==> src/rtl/irq_hub_pkg.sv <==
// Package: shared widths and clear-mask constants for the interrupt hub.
// Assumes every port has exactly seven event bits.
package irq_hub_pkg;
    localparam int EVT_W = 7;
    typedef logic [EVT_W-1:0] evt_vec_t;
    // Bits each detail-register read clears
    localparam evt_vec_t CLR_STS1 = 7'b000_0111;
    localparam evt_vec_t CLR_CSI  = 7'b000_1000;
    localparam evt_vec_t CLR_STS2 = 7'b111_0000;
endpackage

==> src/rtl/irq_sel_decode.sv <==
// Port-select register and clear decoder.
// Holds the selected port index, ignores out-of-range select writes, and turns
// a read of a detail register into a clear mask plus a one-hot port enable.
// Assumes NUM_PORTS is at most 255.
module irq_sel_decode
    import irq_hub_pkg::*;
#(
    parameter int NUM_PORTS = 4,
    parameter int ADDR_W = 8,
    parameter logic [ADDR_W-1:0] ADDR_SEL  = 8'h4C,
    parameter logic [ADDR_W-1:0] ADDR_CSI  = 8'h7A,
    parameter logic [ADDR_W-1:0] ADDR_STS1 = 8'h4D,
    parameter logic [ADDR_W-1:0] ADDR_STS2 = 8'h4E,
    localparam int IDX_W = (NUM_PORTS > 1) ? $clog2(NUM_PORTS) : 1
) (
    input  logic              clk,
    input  logic              rst_n,
    input  logic              rd_en_i,
    input  logic              wr_en_i,
    input  logic [ADDR_W-1:0] addr_i,
    input  logic [7:0]        wr_data_i,
    output logic [IDX_W-1:0]  sel_o,
    output evt_vec_t          clr_mask_o,
    output logic [NUM_PORTS-1:0] clr_port_o
);
    localparam logic [7:0] PORT_LIM = 8'(NUM_PORTS);

    logic [IDX_W-1:0] sel_q;
    logic             sel_wr;

    assign sel_wr = wr_en_i && (addr_i == ADDR_SEL) && (wr_data_i < PORT_LIM);

    // Select register: loads only in-range indices
    always_ff @(posedge clk) begin
        if (!rst_n)
            sel_q <= '0;
        else if (sel_wr)
            sel_q <= wr_data_i[IDX_W-1:0];
    end

    // Clear mask chosen by the detail register being read
    always_comb begin
        clr_mask_o = '0;
        if (rd_en_i) begin
            if (addr_i == ADDR_STS1) clr_mask_o = CLR_STS1;
            if (addr_i == ADDR_CSI)  clr_mask_o = CLR_CSI;
            if (addr_i == ADDR_STS2) clr_mask_o = CLR_STS2;
        end
    end

    // One-hot port enable for the clear
    for (genvar i = 0; i < NUM_PORTS; i++) begin : g_port
        assign clr_port_o[i] = (sel_q == IDX_W'(i)) && (|clr_mask_o);
    end

    assign sel_o = sel_q;

    // A clear reaches at most one port
    assert_clear_one_port_R8: assert property (@(posedge clk) disable iff (!rst_n)
        $onehot0(clr_port_o));
    // Out-of-range select writes leave the select as it was
    assert_bad_sel_ignored_R11: assert property (@(posedge clk) disable iff (!rst_n)
        (wr_en_i && addr_i == ADDR_SEL && wr_data_i >= PORT_LIM) |=> $stable(sel_q));
endmodule

==> src/rtl/irq_port_latch.sv <==
// Sticky status word for one receive port.
// An event sets its bit and a clear drops it; an event in the same cycle as
// its clear wins. Assumes the clear input is already gated for this port.
module irq_port_latch
    import irq_hub_pkg::*;
(
    input  logic     clk,
    input  logic     rst_n,
    input  evt_vec_t evt_i,
    input  evt_vec_t clr_i,
    output evt_vec_t stat_o,
    output logic     irq_o
);
    evt_vec_t stat_q;

    // Status update: clear first, then let new events set bits
    always_ff @(posedge clk) begin
        if (!rst_n)
            stat_q <= '0;
        else
            stat_q <= (stat_q & ~clr_i) | evt_i;
    end

    assign stat_o = stat_q;
    assign irq_o  = |stat_q;

    for (genvar b = 0; b < EVT_W; b++) begin : g_chk
        // An event always leaves its bit set, clearing read or not
        assert_event_wins_R9: assert property (@(posedge clk) disable iff (!rst_n)
            evt_i[b] |=> stat_q[b]);
        // A set bit stays until a clear arrives
        assert_sticky_R2: assert property (@(posedge clk) disable iff (!rst_n)
            (stat_q[b] && !clr_i[b]) |=> stat_q[b]);
        // A clear without a fresh event drops the bit
        assert_clear_drops_R5: assert property (@(posedge clk) disable iff (!rst_n)
            (clr_i[b] && !evt_i[b]) |=> !stat_q[b]);
        // No bit sets without an event
        assert_no_spurious_R2: assert property (@(posedge clk) disable iff (!rst_n)
            (!stat_q[b] && !evt_i[b]) |=> !stat_q[b]);
    end
endmodule

==> src/rtl/irq_status_hub.sv <==
// Top of the interrupt status aggregator.
// Instantiates one sticky status word per port, the select and clear decoder,
// and a registered read port. Assumes the strobes are single-cycle and already
// qualified by the bus logic.
module irq_status_hub
    import irq_hub_pkg::*;
#(
    parameter int NUM_PORTS = 4,
    parameter int ADDR_W = 8,
    parameter logic [ADDR_W-1:0] ADDR_SUM  = 8'h48,
    parameter logic [ADDR_W-1:0] ADDR_SEL  = 8'h4C,
    parameter logic [ADDR_W-1:0] ADDR_CSI  = 8'h7A,
    parameter logic [ADDR_W-1:0] ADDR_STS1 = 8'h4D,
    parameter logic [ADDR_W-1:0] ADDR_STS2 = 8'h4E
) (
    input  logic                       clk,
    input  logic                       rst_n,
    input  logic [NUM_PORTS*EVT_W-1:0] evt_i,
    input  logic                       rd_en_i,
    input  logic                       wr_en_i,
    input  logic [ADDR_W-1:0]          addr_i,
    input  logic [7:0]                 wr_data_i,
    output logic [7:0]                 rd_data_o,
    output logic                       rd_valid_o,
    output logic [NUM_PORTS-1:0]       port_irq_o,
    output logic                       any_irq_o
);
    localparam int IDX_W = (NUM_PORTS > 1) ? $clog2(NUM_PORTS) : 1;

    logic [IDX_W-1:0]     sel;
    evt_vec_t             clr_mask;
    logic [NUM_PORTS-1:0] clr_port;
    evt_vec_t             stat [NUM_PORTS];

    irq_sel_decode #(
        .NUM_PORTS(NUM_PORTS), .ADDR_W(ADDR_W), .ADDR_SEL(ADDR_SEL),
        .ADDR_CSI(ADDR_CSI), .ADDR_STS1(ADDR_STS1), .ADDR_STS2(ADDR_STS2)
    ) u_dec (
        .clk(clk), .rst_n(rst_n), .rd_en_i(rd_en_i), .wr_en_i(wr_en_i),
        .addr_i(addr_i), .wr_data_i(wr_data_i), .sel_o(sel),
        .clr_mask_o(clr_mask), .clr_port_o(clr_port)
    );

    for (genvar p = 0; p < NUM_PORTS; p++) begin : g_port
        evt_vec_t clr_p;
        assign clr_p = clr_port[p] ? clr_mask : '0;
        irq_port_latch u_latch (
            .clk(clk), .rst_n(rst_n),
            .evt_i(evt_i[p*EVT_W +: EVT_W]), .clr_i(clr_p),
            .stat_o(stat[p]), .irq_o(port_irq_o[p])
        );
    end

    assign any_irq_o = |port_irq_o;

    // Registered read port: summary of the selected port, or the select itself
    always_ff @(posedge clk) begin
        if (!rst_n) begin
            rd_data_o  <= '0;
            rd_valid_o <= 1'b0;
        end else begin
            rd_valid_o <= rd_en_i;
            if (rd_en_i) begin
                if (addr_i == ADDR_SUM)
                    rd_data_o <= {1'b0, stat[sel]};
                else if (addr_i == ADDR_SEL)
                    rd_data_o <= 8'(sel);
                else
                    rd_data_o <= '0;
            end
        end
    end

    // Reserved bit never reads as 1
    assert_bit7_zero_R3: assert property (@(posedge clk) disable iff (!rst_n)
        rd_valid_o |-> !rd_data_o[7]);
    // Global interrupt only rises after some event
    assert_any_rise_needs_event_R10: assert property (@(posedge clk) disable iff (!rst_n)
        $rose(any_irq_o) |-> $past(|evt_i));
    // Summary reads have no side effect
    assert_summary_read_clean_R4: assert property (@(posedge clk) disable iff (!rst_n)
        (rd_en_i && addr_i == ADDR_SUM && evt_i == '0) |=> $stable(port_irq_o));
endmodule

==> config.mk <==
export PLATFORM = sky130hd
export DESIGN_NAME = irq_status_hub
export DESIGN_NICKNAME = d
export VERILOG_FILES = /design/src/rtl/irq_hub_pkg.sv /design/src/rtl/irq_sel_decode.sv /design/src/rtl/irq_port_latch.sv /design/src/rtl/irq_status_hub.sv
export SDC_FILE = /design/constraint.sdc
export NUM_CORES = 1
export LEC_CHECK = 0
export BUFFER_PORTS_ARGS = -buffer_cell sky130_fd_sc_hd__buf_2
export CAP_MARGIN = 20
export CORE_MARGIN = 2
export CORE_UTILIZATION = 46
export CTS_BUF_LIST = sky130_fd_sc_hd__clkbuf_4 sky130_fd_sc_hd__clkbuf_8
export CTS_CLUSTER_DIAMETER = 100
export DETAILED_ROUTE_END_ITERATION = 12
export PLACE_DENSITY = 0.85
export SLEW_MARGIN = 20
export SYNTH_ARGS = -nofsm -noshare
export SYNTH_HDL_FRONTEND = slang
export SYNTH_SLANG_ARGS = --single-unit
==> constraint.sdc <==
create_clock -name clk -period 1.5 [get_ports clk]
set_clock_uncertainty 0.1 [all_clocks]
set_input_delay 0.3 -clock clk [delete_from_list [all_inputs] [get_ports clk]]
set_output_delay 0.3 -clock clk [all_outputs]
set_load 0.005 [all_outputs]
==> impl_metrics.csv, run 1 <==
group,metric,value,unit
run_status,status,"finished with violations",
run_status,violations,"negative setup slack",
clock_tree,cts_tree,"done",
power_and_ir_drop,total_leakage_power,1.162,nW
yosys,post-synth-top-area-cell,"dfxtp_1",
yosys,synth_nets,231,
global_route,grt_max_degree,22,
worst_hold_path,hold_start,"evt_i[3]",
cells_and_area,drive_gt1_frac,0.5125,
yosys,synth.most_common_cell,"dfxtp_1",
yosys,syn-cell-area,1749,um2
yosys,syn_area_per_cell,9.558,um2
yosys,synthCells,183,
clock_tree,ctsHtreeMaxLevel,2,
yosys,synth.area.top_cells,"dfxtp_1 43%, nor2b_1 11%, mux4_2 9.0%",
floorplan,dieArea,4312,um2
detailed_routing,drt-vias-per-instance,5.435,
yosys,synth_top_area_share,0.4349,
power_and_ir_drop,power_density,900.7,nW/um2
yosys,synth_commonest_cells,"38 x dfxtp_1, 30 x nor2b_1, 24 x a21oi_1",
detailed_routing,wl_per_cell,16.73,um
placement,portBuffers,60,
worst_hold_path,worst_hold_path.endpoint,"g_port[0].u_latch.stat_o[3]",
critical_path,rr_endpoint,"rd_data_o[0]",
sta,period_needed,2.139,ns
critical_path,crit_type,"flip-flop to output port",
yosys,async_reset_ff_frac,0,
yosys,netlist-cell-type-count,31,
clock_tree,path_clk_slew,0.08,ns
critical_path,critPathMaxFanout,2,
critical_path,worstRegToRegCells,5,
critical_path,slowest_delay,0.56,ns
critical_path,cp_top_family,"simple AND/OR/NAND/NOR gates",
floorplan,core_area,3661,um2
global_route,grt_pass1_vias,1769,
floorplan,row_count,22,
floorplan,ios,62,
global_route,grt_overflow,0,
critical_path,crit_arrival,1.74,ns
clock_tree,cts.sinks,38,
worst_hold_path,hp-class,"input pin to flip-flop",
placement,pre_cts_slack,-0.2507,ns
sta,finalSetupTns,-1.766,ns
critical_path,crit_chain,"nor4_4, nand2_1, or4_4, buf_6",
yosys,yosys_warnings,0,
sta,finalHoldViolations,0,
power_and_ir_drop,irDropWorstVdd,0.0006902,V
clock_tree,cts_root_buf,"clkbuf_8",
floorplan,chipWidth,65.67,um
detailed_routing,drc,0,
floorplan,initial_utilization,0.4778,
sta,fin_ws,-0.6390,ns
yosys,synth-seq-cells,38,
power_and_ir_drop,power.total,0.002370,W
job,cap_violations,0,
clock_tree,clk_latency,0.30,ns
critical_path,crit_required,1.10,ns
detailed_routing,vias,1788,
global_route,grt_usage,0.2609,
critical_path,start_kind,"flip-flop",
critical_path,rrSetupSlack,-0.09,ns
floorplan,die_y,65.67,um
cells_and_area,instances_no_fill,329,
yosys,synth-seq-area-share,0.4349,
global_route,antenna_found_initial,0,
sta,slew_viol_final,0,
yosys,synth_edf_count,0,
sta,final-setup-viol-count,6,
placement,place_congestion,0.8977,
detailed_routing,final_antenna_net_count,0,
placement,dp_cells,319,
cells_and_area,finalNetCount,328,
critical_path,r2r-start,"g_port[3].u_latch.stat_o[0]",
sta,rsz0062_at_grt,"yes",
global_route,grt_first_pass_wirelength,8204,um
placement,place_hpwl,3835,um
clock_tree,ctsHoldBuffers,0,
detailed_routing,wl,5504,um
critical_path,crit_slowest_cell,"or4_4",
cells_and_area,synthToLayoutAreaGrowth,50.43,%
worst_hold_path,min_path_cells,2,
yosys,synth-main-ff-cell,"dfxtp_1",
detailed_routing,dr.pass1.iters,4,
detailed_routing,drt_iter0_markers,97,
critical_path,end_kind,"output port",
cells_and_area,final_util,0.7187,
sta,period_share,1.426,
critical_path,cp.buffers_inverters,1,
clock_tree,cts_buffer_depth,2,
sta,max_freq,0.4675,GHz
clock_tree,cts_buffers,5,
cells_and_area,antenna_cells,0,
[layout make-up]
cell class / instances / area (um2)
Fill cell: 255 / 1030
Multi-Input combinational cell: 124 / 965.9
Sequential cell: 38 / 780.7
Timing Repair Buffer: 102 / 676.9
Clock buffer: 7 / 83.83
Tap cell: 48 / 60.06
Inverter: 9 / 33.78
Clock inverter: 1 / 30.03
[worst reg2reg max path: stages, from the launching register on]
cell     delay [ns]
dfxtp_4        0.36
buf_6          0.11
mux4_2         0.48
a22o_1         0.23
a22oi_2        0.15
nor2b_1        0.06
[through the flow]
step                area, um2  hold slack, ns
floorplan                1749          0.3217
global placement         2338          0.3301
detailed placement       2338          0.3413
CTS                      2517          0.1229
global route             2631          0.1143
finish                   2631          0.1130
[metal layers]
metal | up-vias | global-route usage | share of wire
li1 | 848 | - | -
met1 | 857 | 0.2976 | 0.40
met2 | 72 | 0.4495 | 0.52
met3 | 11 | 0.06849 | 0.060
met4 | 0 | 0.1250 | 0.019
met5 | - | 0 | 0
[logic make-up after synthesis]
kind of cell | after synthesis | share of synthesized area
buffers and inverters | 21 | 0.06008
other | 1 | 0.002144
muxes | 9 | 0.1016
AOI/OAI and AO/OA | 41 | 0.1352
and+or+nand+nor | 73 | 0.2661
DFF | 38 | 0.4349
[flip-flops by register name (all words and copies together), names as in the netlist]
name / count
g_port.u_latch.stat_o: 28
rd_data_o: 7
u_dec.sel_o: 2
rd_valid_o: 1
[repair_timing]
| item | CTS | global route |
|---|---|---|
| resized for setup | 18 | 25 |
| buffers inserted | 2 | 4 |
| pin swaps | 4 | 11 |
| gates cloned | 0 | 0 |
| endpoints found under the setup margin | 19 | 22 |
[placed cells by master, fill, tap and decap left out, drive strengths merged]
master	Yosys	routed
buf	9	102
dfxtp	38	38
nor2b	30	30
a21oi	24	24
nand2	12	12
inv	9	9
mux4	7	7
o21ai	7	7
clkbuf	3	7
nand4	6	6
nor3	5	5
nor4	5	5
nand4b	4	4
a21boi	4	4
nor4b	3	3
and2	3	3
nand3	2	2
mux2i	2	2
or4	1	1
and4b	1	1
and4bb	1	1
o31ai	1	1
a32oi	1	1
a22o	1	1
a22oi	1	1
o41a	1	1
o21a	1	1
conb	1	1
bufinv	0	1
[where the power goes]
part / switching (W) / internal, W
Combinational: 0.000145 / 0.000210
Clock: 0.000363 / 0.000534
Sequential: 0.0000527 / 0.00107
[how the worst max path moves through the flow]
stage / from / to / slack, ns / depth (start not counted)
after global routing: g_port[3].u_latch.stat_o[6] / any_irq_o / -0.69 / 4
after floorplan: g_port[3].u_latch.stat_o[2] / any_irq_o / -0.06 / 3
final: g_port[2].u_latch.stat_o[3] / any_irq_o / -0.64 / 4
after detailed placement: g_port[3].u_latch.stat_o[2] / any_irq_o / -0.25 / 4
after global placement: g_port[3].u_latch.stat_o[2] / any_irq_o / -0.29 / 4
after CTS: g_port[3].u_latch.stat_o[2] / any_irq_o / -0.57 / 4
(Power assumes the default switching activity.)
==> run 2, diff against run 1 <==
--- a/config.mk
+++ b/config.mk
@@ -7,12 +7,14 @@
 export LEC_CHECK = 0
 export BUFFER_PORTS_ARGS = -buffer_cell sky130_fd_sc_hd__buf_2
 export CAP_MARGIN = 20
+export CELL_PAD_IN_SITES_DETAIL_PLACEMENT = 1
+export CELL_PAD_IN_SITES_GLOBAL_PLACEMENT = 1
 export CORE_MARGIN = 2
-export CORE_UTILIZATION = 46
+export CORE_UTILIZATION = 38
 export CTS_BUF_LIST = sky130_fd_sc_hd__clkbuf_4 sky130_fd_sc_hd__clkbuf_8
 export CTS_CLUSTER_DIAMETER = 100
 export DETAILED_ROUTE_END_ITERATION = 12
-export PLACE_DENSITY = 0.85
+export PLACE_DENSITY = 0.89
 export SLEW_MARGIN = 20
 export SYNTH_ARGS = -nofsm -noshare
 export SYNTH_HDL_FRONTEND = slang
==> constraint.sdc (replaced) <==
create_clock -name clk -period 2.1 [get_ports clk]
set_clock_uncertainty 0.1 [all_clocks]
set_input_delay 0.42 -clock clk [delete_from_list [all_inputs] [get_ports clk]]
set_output_delay 0.42 -clock clk [all_outputs]
set_load 0.005 [all_outputs]
==> run 2 against run 1 <==
The run still ends with negative setup slack left. Largest cell class unchanged. Sequential share of layout area grew 4.2 points. Worst hold slack gained 0.12 ns. Design area shrank 14%. Clock power shrank 46%. Largest power group unchanged. Critical endpoint unchanged.
==> impl_metrics.csv, run 2 (synthesis gave the netlist of run 1 again) <==
group,metric,value,unit
critical_path,crit_type,"flip-flop to output port",
job,cap_violations,0,
detailed_routing,dr.pass1.iters,4,
sta,period_share,1.050,
cells_and_area,fill_cells,541,
sta,relSlewSlack,0.6552,
floorplan,chipWidth,71.85,um
worst_hold_path,hp-class,"input pin to flip-flop",
cells_and_area,finalNetCount,298,
sta,final-setup-viol-count,2,
critical_path,crit_arrival,1.69,ns
detailed_routing,drt_iter0_markers,50,
sta,period_needed,2.206,ns
clock_tree,cts.sinks,38,
sta,finalHoldViolations,0,
detailed_routing,wl_per_cell,18.02,um
sta,max_freq,0.4533,GHz
clock_tree,cts_buffer_depth,2,
cells_and_area,final_common_cell,"buf_2",
sta,slew_viol_final,0,
floorplan,ios,62,
global_route,grt_overflow,0,
power_and_ir_drop,total_leakage_power,0.9561,nW
placement,place_congestion,0.9196,
run_status,violations,"negative setup slack",
global_route,grt_max_degree,21,
detailed_routing,wl,5443,um
floorplan,initial_utilization,0.3990,
floorplan,row_count,24,
critical_path,start_kind,"flip-flop",
clock_tree,clk_latency,0.30,ns
global_route,grt_usage,0.2242,
clock_tree,cts_root_buf,"clkbuf_8",
run_status,status,"finished with violations",
detailed_routing,vias,1637,
critical_path,end_kind,"output port",
critical_path,r2r-start,"u_dec.sel_o[1]",
cells_and_area,most-common-layout-cells,"60 x buf_2, 32 x dfxtp_1, 30 x nor2b_1, 24 x a21oi_1",
sta,fin_ws,-0.1058,ns
floorplan,die_y,71.85,um
cells_and_area,drive_gt1_frac,0.4040,
critical_path,crit_required,1.58,ns
power_and_ir_drop,irDropWorstVdd,0.0003593,V
global_route,grt_first_pass_wirelength,8700,um
critical_path,startpoint,"g_port[2].u_latch.stat_o[6]",
floorplan,dieArea,5162,um2
critical_path,critPathMaxFanout,2,
placement,place_hpwl,3870,um
global_route,antenna_found_initial,0,
cells_and_area,synthToLayoutAreaGrowth,30.11,%
sta,hold_ws,0.2364,ns
placement,portBuffers,60,
power_and_ir_drop,power.total,0.001467,W
detailed_routing,drt-vias-per-instance,5.421,
cells_and_area,antenna_cells,0,
global_route,grt_pass1_vias,1768,
cells_and_area,largest_reg_flops,28,
worst_hold_path,hold_start,"evt_i[3]",
sta,worstMarginPinSlew,0.5158,ns
clock_tree,cts_buffers,5,
clock_tree,ctsHoldBuffers,0,
clock_tree,ctsHtreeMaxLevel,2,
clock_tree,cts_tree,"done",
power_and_ir_drop,power_density,644.7,nW/um2
clock_tree,path_clk_slew,0.07,ns
detailed_routing,drc,0,
sta,rsz0062_at_grt,"yes",
floorplan,core_area,4384,um2
detailed_routing,final_antenna_net_count,0,
run 2: cell types whose count changed in the layout (fill, tap and decap cells not counted), moves of 2 or more:
cell      previous run  this run
clkbuf_4             2         0
clkinv_2             0         2
dfxtp_2             10         5
buf_4               34        12
dfxtp_1             26        32
buf_2               55        60
buf_6               13         0
nand2_2              2         0
nor4_4               4         2
nand2_1             10        12
nor4_2               0         2
run 2: per-stage QoR:
| stage | worst slack [ns] | cells | TNS (ns) | area (um2) | util |
|---|---|---|---|---|---|
| 2_1_floorplan | 0.4192 | 183 | 0 | 1749 | - |
| 3_3_place_gp | 0.2472 | 287 | 0 | 2073 | 0.4729 |
| 3_5_place_dp | 0.2226 | 287 | 0 | 2073 | 0.4729 |
| 4_1_cts | -0.06828 | 301 | -0.06828 | 2241 | 0.5111 |
| 5_1_grt | -0.1447 | 302 | -0.2323 | 2276 | 0.5191 |
| 6_report | -0.1058 | 302 | -0.1456 | 2276 | 0.5191 |
run 2: layer usage:
metal / vias up / GRT usage / wire length [um] / part of all wire
met1: 791 / 0.2629 / 2274 / 0.42
met5: - / 0 / 0 / 0
met3: 13 / 0.06470 / 260 / 0.048
met4: 0 / 0.1090 / 179 / 0.033
met2: 51 / 0.3755 / 2729 / 0.50
li1: 782 / - / - / -
run 2: worst max-delay path, stage by stage, from the launching register on:
cell and delay (ns):
dfxtp_2 0.33, nor4_2 0.28, nand2_1 0.12, or4_1 0.52, buf_2 0.14
run 2: final cells by class:
type                            count  area, um2  area share
Clock buffer                        5      68.82     0.03024
Clock inverter                      2      10.01    0.004398
Inverter                            9      33.78     0.01484
Multi-Input combinational cell    124      937.1      0.4118
Sequential cell                    38      770.7      0.3386
Tap cell                           52      65.06     0.02859
Timing Repair Buffer               72      390.4      0.1715
run 2: repair_timing:
| action | in CTS | in global routing |
|---|---|---|
| gates resized for setup | 10 | 5 |
| setup endpoints to repair | 1 | 2 |
| pin swaps | 8 | 2 |
| buffers inserted | 7 | 1 |
run 2: worst paths after layout:
kind,depth (start not counted),slack [ns],endpoint
hold / removal,2,0.24,g_port[0].u_latch.stat_o[3]
hold reg to reg,2,0.35,rd_data_o[2]
setup / recovery,4,-0.11,any_irq_o
setup reg to reg,4,0.39,rd_data_o[0]
run 2: where the power goes:
part	switching [W]	internal (W)
sequential	0.0000448	0.000762
combinational	0.0000784	0.000102
clock	0.000258	0.000223
total	0.000381	0.00109
==> run 3, diff against run 2 <==
--- a/config.mk
+++ b/config.mk
@@ -10,7 +10,7 @@
 export CELL_PAD_IN_SITES_DETAIL_PLACEMENT = 1
 export CELL_PAD_IN_SITES_GLOBAL_PLACEMENT = 1
 export CORE_MARGIN = 2
-export CORE_UTILIZATION = 38
+export CORE_UTILIZATION = 39
 export CTS_BUF_LIST = sky130_fd_sc_hd__clkbuf_4 sky130_fd_sc_hd__clkbuf_8
 export CTS_CLUSTER_DIAMETER = 100
 export DETAILED_ROUTE_END_ITERATION = 12
@@ -18,4 +18,5 @@
 export SLEW_MARGIN = 20
 export SYNTH_ARGS = -nofsm -noshare
 export SYNTH_HDL_FRONTEND = slang
+export SYNTH_HIERARCHICAL = 1
 export SYNTH_SLANG_ARGS = --single-unit
==> run 3 against run 2 <==
Worst hold slack got worse by 0.0055 ns. Total power rose by 3.9%. Sequential power fell by 0.7%. Synthesized area rose by 14%. Clock power rose by 12%. Sequential share of layout area fell by 3.5 points. Critical path type unchanged. Largest power group unchanged. Die area rose by 10%. The run still ends with negative setup slack left.
==> impl_metrics.csv, run 3 <==
group,metric,value,unit
power_and_ir_drop,irDropWorstVdd,0.0003930,V
sta,fin_ws,-0.06964,ns
global_route,grt_first_pass_wirelength,8756,um
placement,portBuffers,60,
cells_and_area,final_common_cell,"buf_2",
yosys,synth-seq-area-share,0.3829,
global_route,grt_overflow,0,
power_and_ir_drop,p_int,0.001148,W
power_and_ir_drop,share_comb_of_total_power,0.123,
placement,place_hpwl,4300,um
critical_path,crit_arrival,1.65,ns
critical_path,start_kind,"flip-flop",
critical_path,crit_required,1.58,ns
yosys,post-synth-top-area-cell,"dfxtp_1",
detailed_routing,drt-vias-per-instance,5.054,
cells_and_area,multi_input_area,1169,um2
clock_tree,cts_tree,"done",
power_and_ir_drop,clockPowerShare,0.352,
run_status,status,"finished with violations",
worst_hold_path,worst_hold_path.endpoint,"g_port[1].u_latch/stat_o[5]",
worst_hold_path,min_path_cells,2,
yosys,synth_nets,259,
yosys,yosys_warnings,6,
critical_path,rrSetupSlack,0.52,ns
floorplan,chipWidth,75.38,um
sta,period_needed,2.170,ns
job,cap_violations,0,
global_route,grt_max_degree,29,
detailed_routing,drt_iter0_markers,34,
global_route,grt_usage,0.2097,
sta,period_share,1.033,
floorplan,ios,62,
critical_path,crit_type,"flip-flop to output port",
cells_and_area,final_util,0.5249,
yosys,async_reset_ff_frac,0,
cells_and_area,most-common-layout-cells,"60 x buf_2, 34 x dfxtp_1, 29 x and2_1, 29 x nor2b_1, 28 x o21a_1",
floorplan,row_count,25,
clock_tree,cts_buffer_depth,2,
clock_tree,cts.sinks,38,
floorplan,dieArea,5681,um2
critical_path,crit_slowest_cell,"or4_1",
detailed_routing,vias,1774,
yosys,synth_edf_count,0,
worst_hold_path,hold_start,"evt_i[12]",
floorplan,core_area,4817,um2
clock_tree,cts_root_buf,"clkbuf_8",
cells_and_area,synthToLayoutAreaGrowth,27.27,%
critical_path,critPathMaxFanout,3,
clock_tree,clk_latency,0.29,ns
yosys,synth.area.top_cells,"dfxtp_1 38%, o21a_1 11%, and2_1 9.1%",
critical_path,slowest_delay,0.50,ns
critical_path,cp.buffers_inverters,1,
yosys,synth_top_area_share,0.3829,
floorplan,initial_utilization,0.4125,
power_and_ir_drop,power_density,602.6,nW/um2
power_and_ir_drop,total_leakage_power,1.101,nW
floorplan,die_y,75.38,um
clock_tree,path_clk_slew,0.08,ns
critical_path,crit_chain,"nor4_2, nand2_1, or4_1, buf_2",
yosys,synth_commonest_cells,"38 x dfxtp_1, 29 x and2_1, 29 x nor2b_1",
critical_path,rr_endpoint,"g_port[2].u_latch/stat_o[6]",
critical_path,r2r-start,"u_dec/sel_o[1]",
yosys,synth-main-ff-cell,"dfxtp_1",
clock_tree,cts_buffers,5,
cells_and_area,antenna_cells,0,
critical_path,startpoint,"g_port[0].u_latch/stat_o[6]",
cells_and_area,finalNetCount,331,
detailed_routing,final_antenna_net_count,0,
critical_path,end_kind,"output port",
critical_path,worstRegToRegCells,7,
placement,place_congestion,0.8420,
yosys,netlist-cell-type-count,39,
detailed_routing,dr.pass1.iters,4,
detailed_routing,wl,5540,um
run_status,violations,"negative setup slack",
sta,finalHoldViolations,0,
power_and_ir_drop,swShare,0.2464,
global_route,antenna_found_initial,0,
power_and_ir_drop,p_seq_frac,0.525,
yosys,synthCells,211,
worst_hold_path,hp-class,"input pin to flip-flop",
global_route,grt_pass1_vias,1862,
clock_tree,ctsHtreeMaxLevel,2,
detailed_routing,wl_per_cell,15.78,um
clock_tree,ctsHoldBuffers,0,
sta,rsz0062_at_grt,"yes",
yosys,syn-cell-area,1987,um2
critical_path,cp_top_family,"simple AND/OR/NAND/NOR gates",
yosys,synth-seq-cells,38,
yosys,syn_area_per_cell,9.417,um2
yosys,synth.most_common_cell,"dfxtp_1",
sta,final-setup-viol-count,1,
cells_and_area,seqCellArea,768.2,um2
sta,slew_viol_final,0,
power_and_ir_drop,power_switching,0.0003754,W
detailed_routing,drc,0,
cells_and_area,drive_gt1_frac,0.3592,
sta,max_freq,0.4609,GHz
cells_and_area,fill_cells,613,
power_and_ir_drop,power.total,0.001524,W
cells_and_area,largest_reg_flops,28,
-- run 3: worst reg2reg max path: cells and delay by family, from the launching register on --
family	cells	cell delay (ns)
and+or+nand+nor	3	0.29
buffers and inverters	2	0.40
DFF	1	0.41
AOI/OAI and AO/OA	2	0.27
-- run 3: how the worst max path moves through the flow --
stage               depth (start not counted)                           to  slack [ns]
floorplan                                   6  g_port[0].u_latch/stat_o[6]        0.29
global placement                            8  g_port[0].u_latch/stat_o[0]        0.14
detailed placement                          8  g_port[0].u_latch/stat_o[1]        0.03
CTS                                         4                    any_irq_o       -0.07
global route                                4                    any_irq_o       -0.18
finish                                      4                    any_irq_o       -0.07
-- run 3: per-stage QoR --
stage	hold WS (ns)	TNS (ns)	cells	worst slack [ns]	cell area (um2)
final	0.2309	-0.06964	351	-0.06964	2529
after global routing	0.2346	-0.1756	351	-0.1756	2529
after CTS	0.2278	-0.06758	350	-0.06758	2512
after detailed placement	0.3377	0	340	0.02639	2386
after global placement	0.3309	0	340	0.1359	2386
after floorplan	0.3417	0	211	0.2935	1987
-- run 3: area by class of cell --
| cell class | instances | share of cell area |
|---|---|---|
| clock buffers | 7 | 0.03563 |
| flip-flops and latches | 38 | 0.3038 |
| multi-input cells | 160 | 0.4621 |
| clock inverters | 1 | 0.001979 |
| inverters | 6 | 0.008906 |
| repair buffers | 72 | 0.1544 |
| well taps | 67 | 0.03315 |
-- run 3: power groups by stage --
stage / Sequential, W / Clock (W) / Combinational [W]
floorplan: 0.000798 / 0 / 0.0000972
global placement: 0.000809 / 0 / 0.000172
detailed placement: 0.000812 / 0 / 0.000179
CTS: 0.000798 / 0.000542 / 0.000186
global route: 0.000805 / 0.000570 / 0.000207
finish: 0.000800 / 0.000537 / 0.000187
-- run 3: cell families after synthesis --
kind of cell,count (synthesis),share of synthesized area
other,1,0.001887
buffers and inverters,13,0.03778
flip-flops,38,0.3829
AO/OA/AOI/OAI,44,0.1555
AND/OR/NAND/NOR,106,0.3457
multiplexers,8,0.07179
XOR/XNOR,1,0.004409
-- run 3: what timing repair did --
item                                    CTS  global route
endpoints found under the setup margin    1             1
pin swaps                                 8             1
resized for setup                         6             1
buffers inserted                          2             1
-- run 3: routing by layer --
metal,vias up,GRT usage,wire length [um]
li1,873,-,-
met1,841,0.2541,2405
met2,47,0.3662,2810
met3,13,0.04233,210
met4,0,0.07992,114
met5,-,0,0
